==> src/rtl/idle_res_pkg.sv <==
package idle_res_pkg;
   localparam int unsigned CS_W = 3;

   typedef enum logic [CS_W-1:0] {
      CS_RUN      = 3'd0,
      CS_HALT     = 3'd1,
      CS_HALT_EXT = 3'd2,
      CS_SLEEP    = 3'd3,
      CS_OFF      = 3'd4
   } cstate_e;

   localparam logic [CS_W-1:0] CS_DEEPEST = 3'd4;

   // Shallower of two states: lower code wins.
   function automatic logic [CS_W-1:0] cs_shallower(input logic [CS_W-1:0] a,
                                                     input logic [CS_W-1:0] b);
      return (a < b) ? a : b;
   endfunction
endpackage

==> src/rtl/idle_req_norm.sv <==
module idle_req_norm
   import idle_res_pkg::*;
#(
   parameter bit EXT_SUPPORT = 1'b1
) (
   input  logic [CS_W-1:0] req_i,
   input  logic            ext_en_i,
   output logic [CS_W-1:0] st_o
);
   logic [CS_W-1:0] legal;

   // Codes above the deepest defined state are treated as run.
   assign legal = (req_i > CS_DEEPEST) ? CS_RUN : req_i;

   generate
      if (EXT_SUPPORT) begin : g_ext
         assign st_o = (legal == CS_HALT_EXT && !ext_en_i) ? CS_HALT : legal;
      end else begin : g_noext
         logic unused_ext_en;
         assign unused_ext_en = ext_en_i;
         assign st_o = (legal == CS_HALT_EXT) ? CS_HALT : legal;
      end
   endgenerate
endmodule

==> src/rtl/idle_min_reduce.sv <==
module idle_min_reduce
   import idle_res_pkg::*;
#(
   parameter int unsigned N_IN = 2
) (
   input  logic [N_IN*CS_W-1:0] vec_i,
   output logic [CS_W-1:0]      min_o
);
   initial begin
      if (N_IN < 1) $error("idle_min_reduce: N_IN must be at least 1");
   end

   always_comb begin
      min_o = vec_i[CS_W-1:0];
      for (int i = 1; i < int'(N_IN); i++) begin
         min_o = cs_shallower(min_o, vec_i[i*CS_W +: CS_W]);
      end
   end
endmodule

==> src/rtl/idle_core_stage.sv <==
module idle_core_stage
   import idle_res_pkg::*;
#(
   parameter int unsigned TPC         = 2,
   parameter bit          EXT_SUPPORT = 1'b1
) (
   input  logic                clk,
   input  logic                rst_n,
   input  logic                ext_en_i,
   input  logic [TPC*CS_W-1:0] thr_req_i,
   output logic [CS_W-1:0]     core_st_o
);
   logic [TPC*CS_W-1:0] norm_vec;
   logic [CS_W-1:0]     merged;
   logic [CS_W-1:0]     core_q;

   generate
      for (genvar t = 0; t < int'(TPC); t++) begin : g_thr
         idle_req_norm #(.EXT_SUPPORT(EXT_SUPPORT)) u_norm (
            .req_i    (thr_req_i[t*CS_W +: CS_W]),
            .ext_en_i (ext_en_i),
            .st_o     (norm_vec[t*CS_W +: CS_W])
         );
      end
   endgenerate

   idle_min_reduce #(.N_IN(TPC)) u_min (
      .vec_i (norm_vec),
      .min_o (merged)
   );

   always_ff @(posedge clk or negedge rst_n) begin
      if (!rst_n) core_q <= CS_RUN;
      else        core_q <= merged;
   end

   assign core_st_o = core_q;
endmodule

==> src/rtl/idle_pkg_stage.sv <==
module idle_pkg_stage
   import idle_res_pkg::*;
#(
   parameter int unsigned N_CORES = 4
) (
   input  logic                    clk,
   input  logic                    rst_n,
   input  logic                    perm_i,
   input  logic [N_CORES*CS_W-1:0] core_vec_i,
   output logic [CS_W-1:0]         pkg_st_o,
   output logic                    pkg_chg_o
);
   logic [CS_W-1:0] shallow;
   logic [CS_W-1:0] pkg_nxt;
   logic [CS_W-1:0] pkg_q;
   logic            chg_q;

   idle_min_reduce #(.N_IN(N_CORES)) u_min (
      .vec_i (core_vec_i),
      .min_o (shallow)
   );

   // Run and plain halt in any core pin the package to run; so does a
   // missing platform grant.
   always_comb begin
      pkg_nxt = CS_RUN;
      if (perm_i && shallow >= CS_HALT_EXT) pkg_nxt = shallow;
   end

   always_ff @(posedge clk or negedge rst_n) begin
      if (!rst_n) begin
         pkg_q <= CS_RUN;
         chg_q <= 1'b0;
      end else begin
         pkg_q <= pkg_nxt;
         chg_q <= (pkg_nxt != pkg_q);
      end
   end

   assign pkg_st_o  = pkg_q;
   assign pkg_chg_o = chg_q;
endmodule

==> src/rtl/idle_state_resolver.sv <==
module idle_state_resolver
   import idle_res_pkg::*;
#(
   parameter int unsigned N_CORES     = 4,
   parameter int unsigned TPC         = 2,
   parameter bit          EXT_SUPPORT = 1'b1
) (
   input  logic                        clk,
   input  logic                        rst_n,
   input  logic                        c1e_en_i,
   input  logic                        perm_i,
   input  logic [N_CORES*TPC*CS_W-1:0] thr_req_i,
   output logic [N_CORES*CS_W-1:0]     core_state_o,
   output logic [CS_W-1:0]             pkg_state_o,
   output logic                        pkg_chg_o
);
   localparam int unsigned CORE_SLICE = TPC * CS_W;

   initial begin
      if (N_CORES < 1 || N_CORES > 64) $error("idle_state_resolver: N_CORES out of range");
      if (TPC < 1 || TPC > 16)         $error("idle_state_resolver: TPC out of range");
   end

   logic [N_CORES*CS_W-1:0] core_vec;

   generate
      for (genvar k = 0; k < int'(N_CORES); k++) begin : g_core
         idle_core_stage #(.TPC(TPC), .EXT_SUPPORT(EXT_SUPPORT)) u_core (
            .clk       (clk),
            .rst_n     (rst_n),
            .ext_en_i  (c1e_en_i),
            .thr_req_i (thr_req_i[k*CORE_SLICE +: CORE_SLICE]),
            .core_st_o (core_vec[k*CS_W +: CS_W])
         );
      end
   endgenerate

   idle_pkg_stage #(.N_CORES(N_CORES)) u_pkg (
      .clk        (clk),
      .rst_n      (rst_n),
      .perm_i     (perm_i),
      .core_vec_i (core_vec),
      .pkg_st_o   (pkg_state_o),
      .pkg_chg_o  (pkg_chg_o)
   );

   assign core_state_o = core_vec;
endmodule

==> config.mk <==
export PLATFORM = sky130hd
export DESIGN_NAME = idle_state_resolver
export DESIGN_NICKNAME = d
export VERILOG_FILES = /design/src/rtl/idle_res_pkg.sv /design/src/rtl/idle_req_norm.sv /design/src/rtl/idle_min_reduce.sv /design/src/rtl/idle_core_stage.sv /design/src/rtl/idle_pkg_stage.sv /design/src/rtl/idle_state_resolver.sv
export SDC_FILE = /design/constraint.sdc
export NUM_CORES = 1
export LEC_CHECK = 0
export BUFFER_PORTS_ARGS = -buffer_cell sky130_fd_sc_hd__buf_2
export CORE_MARGIN = 3
export CORE_UTILIZATION = 55
export DETAILED_ROUTE_END_ITERATION = 16
export GPL_TIMING_DRIVEN = 0
export PLACE_DENSITY_LB_ADDON = 0.15
export RECOVER_POWER = 50
export SLEW_MARGIN = 25
export SYNTH_ARGS = -nofsm -noshare
export SYNTH_HDL_FRONTEND = slang
export SYNTH_SLANG_ARGS = --single-unit
==> constraint.sdc <==
create_clock -name clk -period 6.2 [get_ports clk]
set_input_delay 0.31 -clock clk [delete_from_list [all_inputs] [get_ports clk]]
set_output_delay 0.31 -clock clk [all_outputs]
set_load 0.02 [all_outputs]
After elaboration in Yosys (flattened, before gate mapping)
Index checks and enable logic that the tools add are counted.
{"block": "classes", "n_eq_ne": 9, "mux": 24, "reduce_logical": 10, "order_cmp": 16}
{"op": "3-bit two-way mux", "count": 24}
{"op": "3-bit by 2-bit equality test with 1-bit output, second input constant", "count": 8}
{"op": "3-bit > comparator, second input constant", "count": 8}
{"op": "3-bit less-than comparator", "count": 7}
{"op": "1-bit logical AND", "count": 9}
{"op": "3-bit by 2-bit greater-or-equal comparator with 1-bit output, second input constant", "count": 1}
{"op": "3-bit != test", "count": 1}
{"op": "1-bit zero test", "count": 1}
{"block": "totals", "regBits": 16, "wordCells": 65, "inputBits": 28, "out_inout_bits": 16}

Logic depth before layout (Yosys ltp)
{"block": "depth", "ltp_word": 10, "ltp_mapped": 20, "ltp_nobuf": 20}

Modules after synthesis
A second synthesis with hierarchy kept.
{"block": "hier_totals", "hier_cells": 170, "hier_area_um2": 1505.2}
{"mod": "idle_min_reduce (g_core[0].u_core.u_min ...)", "seq_area_each_um2": 0.0, "area_each_um2": 91.3, "cells_per_inst": 12, "n_inst": 4}
{"mod": "idle_min_reduce (u_pkg.u_min)", "seq_area_each_um2": 0.0, "area_each_um2": 339.1, "cells_per_inst": 47, "n_inst": 1}
{"mod": "idle_req_norm", "seq_area_each_um2": 0.0, "area_each_um2": 38.8, "cells_per_inst": 6, "n_inst": 8}
{"mod": "idle_core_stage", "seq_area_each_um2": 75.1, "area_each_um2": 75.1, "cells_per_inst": 3, "n_inst": 4}
{"mod": "idle_pkg_stage", "seq_area_each_um2": 100.1, "area_each_um2": 190.2, "cells_per_inst": 15, "n_inst": 1}

Least setup slack after synthesis
No wires, ideal clock.
{"block": "synth_timing", "path_type": "reg-to-reg", "start": "register g_core[1].u_core.core_q[1]", "end": "register u_pkg.chg_q, in the netlist u_pkg.pkg_chg_o", "path_slack_ns": 2.108, "period_less_slack_ns": 4.092, "t_required_ns": 6.120, "setup_time_ns": 0.080, "path_buffers": 0, "t_arrival_ns": 4.012, "path_stages_with_launch": 21, "path_cell_list": "dfrtp_1 -> inv_1 -> ha_1 -> a21o_1 -> a21oi_2 -> mux2i_1 -> inv_1 -> ha_1 -> o21a_1 -> nor2_1 -> inv_1 -> and2_1 -> o21ai_0 -> ha_1 -> or2_1 -> a21oi_1 -> o32ai_1 -> or3_1 -> and3_1 -> nor4b_1 -> nor3b_2"}
{"block": "synth_via", "elab_chain_len": 10}
{"item": "start: declaration", "line": "idle_core_stage.sv:15", "text": "logic [CS_W-1:0] core_q;"}
{"item": "start signal: assignment", "line": "idle_core_stage.sv:34", "text": "else core_q <= merged;"}
{"item": "3-bit less-than comparator", "line": "idle_res_pkg.sv:17", "text": "return (a < b) ? a : b;"}
{"item": "3-bit two-way mux *", "line": "idle_res_pkg.sv:17"}
{"item": "3-bit less-than comparator", "line": "idle_res_pkg.sv:17"}
{"item": "3-bit two-way mux *", "line": "idle_res_pkg.sv:17"}
{"item": "3-bit less-than comparator", "line": "idle_res_pkg.sv:17"}
{"item": "3-bit two-way mux *", "line": "idle_res_pkg.sv:17"}
{"item": "3-bit by 2-bit greater-or-equal comparator with 1-bit output", "line": "idle_pkg_stage.sv:27", "text": "if (perm_i && shallow >= CS_HALT_EXT) pkg_nxt = shallow;"}
{"item": "1-bit logical AND", "line": "idle_pkg_stage.sv:27"}
{"item": "3-bit two-way mux *", "line": "idle_pkg_stage.sv:27"}
{"item": "3-bit != test *", "line": "idle_pkg_stage.sv:36", "text": "chg_q <= (pkg_nxt != pkg_q);"}
{"item": "end signal: assignment", "line": "idle_pkg_stage.sv:36"}
{"item": "end: declaration", "line": "idle_pkg_stage.sv:16", "text": "logic chg_q;"}
Mark *: on every way between the ends. The rest lies on a longest branch, timed or not.

Worst setup path in the final report
{"block": "layout_timing", "start": "register g_core[0].u_core.core_q[1]", "end": "register u_pkg.chg_q, in the netlist u_pkg.pkg_chg_o"}
{"block": "layout_via", "elab_chain_len": 10}
{"item": "start: declaration", "line": "idle_core_stage.sv:15"}
{"item": "start signal: assignment", "line": "idle_core_stage.sv:34"}
{"item": "3-bit less-than comparator", "line": "idle_res_pkg.sv:17"}
{"item": "3-bit two-way mux *", "line": "idle_res_pkg.sv:17"}
{"item": "3-bit less-than comparator", "line": "idle_res_pkg.sv:17"}
{"item": "3-bit two-way mux *", "line": "idle_res_pkg.sv:17"}
{"item": "3-bit less-than comparator", "line": "idle_res_pkg.sv:17"}
{"item": "3-bit two-way mux *", "line": "idle_res_pkg.sv:17"}
{"item": "3-bit by 2-bit greater-or-equal comparator with 1-bit output", "line": "idle_pkg_stage.sv:27"}
{"item": "1-bit logical AND", "line": "idle_pkg_stage.sv:27"}
{"item": "3-bit two-way mux *", "line": "idle_pkg_stage.sv:27"}
{"item": "3-bit != test *", "line": "idle_pkg_stage.sv:36"}
Marks and branches as above.

==> metrics <==
status finished clean; WHS Path Cells 2; Worst setup EP type flip-flop; Synth cell types 37; Vert. Die Dim 57.57 um; share of the synthesized area in the top cell type 0.2737; P_leak 0.8788 nW; Worst Hold Launch perm_i; CP Launch Type flip-flop; Longest Clk Path Bufs 2; Final Hold Fails 0; pre-CTS setup slack 1.774 ns; Critical Path AT 4.65 ns; worst min path class input pin to flip-flop; post-route cell area 1750 um2; Sink Count 16; worst path required time 6.40 ns; average cell area after synthesis 8.504 um2; Syn Std Cell Area 1463 um2; area added between synthesis and finish 19.68%; Ports 44; Max Freq 224.5 MHz; die area 3314 um2; dominant synthesized flop cell dfrtp_1; DRT iter0 DRCs 61; Cell Pwr Density 216.0 nW/um2; area of the multi-input gates 975.9 um2; Fill cells 197; synth warn 0; reg2reg setup slack 1.75 ns; Starting Density 0.5851; Worst path most repeated cell ha_1; largest net degree at the start of global routing 17; # diodes 0; CTS tree yes; Syn Nets 216; Tot Pwr 0.0003781 W; minimum clock period 4.454 ns; H-tree levels 1; vias in the first global route 1,463; EDFF count, synth 0; worst rel slew slack 0.4843; row cnt 18; WS Path Type flip-flop to flip-flop; Buf/Inv on CP 2; Setup Skew 0.002439 ns; DRC viols 0; CP top delay family simple AND/OR/NAND/NOR gates; #FFs+latches synth 16; nets@finish 265; Routability Congestion 0.7640; drt wl/cell 13.09 um; GRT overflow 0; Yosys top cell by area dfrtp_1; worst hold path endpoint u_pkg.pkg_st_o[1]; via count 1,466; final slew viol count 0; Worst Slack Setup Final 1.746 ns; crit-path cells ha_1 > a21o_1 > a21oi_2 > mux2i_1 > inv_1 > ha_1 > o21a_1 > nor2_1 > inv_1 > and2_1 > o21ai_0 > ha_1 > or2_1 > a21oi_1 > o32ai_1 > or3_1 > and3_1 > nor4b_1 > nor3b_2; Seq/Total Area, Yosys 0.2737; layout cell share with drive strength beyond 1 0.2000; setup bufs post-CTS 0; placed instance area 1715 um2; unrepaired setup endpoints after global routing false; initial antenna violation count 0; worst skew pair latency 0.28 ns; FF-to-FF Start g_core[0].u_core.core_st_o[1]; worst slew pin tran 0.7735 ns; # port buffers 43; first-pass GRT wire length 5.720 mm; Core Footprint 2500 um2; Max IR drop VDD 0.0001257 V; top cells by area, synth dfrtp_1 27%, ha_1 14%, inv_1 5.6%, mux2i_1 5.5%, o21ai_0 4.8%; final setup TNS 0 ns; total wire length 3.273 mm; Hold WS 0.2912 ns; Detailed Routing Iterations Pass 1 4; reg2reg end u_pkg.pkg_chg_o; Vias/cell 5.864; CP Max Fanout 4; Die Wd 57.57 um; HPWL after detailed placement 2.788 mm; Routed Antenna Nets 0; clk slew on worst S/H paths 0.08 ns; GRT Util Overall 0.2135; clock tree root buffer cell clkbuf_4; period utilization 0.7185; Reg2Reg Depth 19; async set-or-reset flop fraction in the synthesized netlist 1.000; Post-Synthesis Cells 172; Critical Path Max Stage Delay 0.43 ns; Sequential cell area 400.4 um2; Setup violations, final 0; slowest CP cell mux2i_1; total CTS buffers 3; MaxCap Viol Count 0
==> worst max path at each step <==
stage	from	to	cells past startpoint
after floorplan	g_core[1].u_core.core_st_o[1]	u_pkg.pkg_chg_o	20
after global placement	g_core[0].u_core.core_st_o[1]	u_pkg.pkg_chg_o	19
after detailed placement	g_core[0].u_core.core_st_o[1]	u_pkg.pkg_chg_o	19
after CTS	g_core[0].u_core.core_st_o[1]	u_pkg.pkg_chg_o	19
after global routing	g_core[0].u_core.core_st_o[1]	u_pkg.pkg_chg_o	19
final	g_core[0].u_core.core_st_o[1]	u_pkg.pkg_chg_o	19
==> cell usage after synthesis (all sizes together) (5+ instances only) <==
cell    count
nor3b       5
o21ai      16
inv        22
nand2      12
o211ai      8
nand2b      5
or3         5
a21o        5
ha         16
nor2b       8
a21oi      14
dfrtp      16
mux2i       8
==> final cells by class <==
class                           count  area share
Clock buffer                        4     0.02073
Multi-Input combinational cell    133      0.5575
Inverter                           22     0.04718
Buffer                              1    0.002144
Tap cell                           30     0.02144
Sequential cell                    16      0.2287
Timing Repair Buffer               44      0.1222
==> logic make-up after synthesis <==
logic type	after synthesis	synth area share
DFF	16	0.2737
adders and majority gates	16	0.1369
AOI/OAI and AO/OA	57	0.2729
buffers and inverters	23	0.05902
muxes	8	0.05475
and+or+nand+nor	52	0.2027
==> routing by layer <==
metal	vias to the layer above	routed length, um	track usage
met5	-	0	0
met4	0	106	0.1126
met3	11	137	0.009050
met2	49	1668	0.3952
met1	686	1360	0.2443
li1	720	-	-
==> state kept, by name, summed over array words and instances, names as in the netlist <==
name                     flops
u_pkg.pkg_chg_o              1
u_pkg.pkg_st_o               3
g_core.u_core.core_st_o     12
==> through the flow <==
stage | utilization | std cells
after CTS | 0.7047 | 250
final | 0.7002 | 250
after global placement | 0.6862 | 245
after global routing | 0.7002 | 250
after floorplan | - | 172
after detailed placement | 0.6862 | 245
==> what timing repair did <==
| item | CTS | global route |
|---|---|---|
| hold buffers | 1 | 0 |
| resized for setup | 0 | 0 |
| endpoints found under the hold margin | 16 | 0 |
==> power breakdown <==
part | switching (W) | internal, W | total, W
combinational | 0.000106 | 0.0000796 | 0.000186
clock | 0.0000296 | 0.0000357 | 0.0000653
sequential | 0.0000105 | 0.000117 | 0.000127
total | 0.000146 | 0.000232 | 0.000378
==> cells in the final DEF, fill, tap and decap left out, types with 2 or more instances in the layout <==
cell,count
buf_2,34
inv_1,22
ha_1,16
dfrtp_1,16
o21ai_0,14
a21oi_1,13
nand2_1,12
clkbuf_1,10
o211ai_1,8
nor2b_1,8
mux2i_1,8
or3_1,5
nand2b_1,5
a21o_1,5
nor3_1,4
nor3b_1,4
and3_1,4
nor2_1,3
o21a_1,3
clkbuf_4,3
o21ai_1,2
and2_1,2
Note: power is estimated with default switching activity, not from simulation.
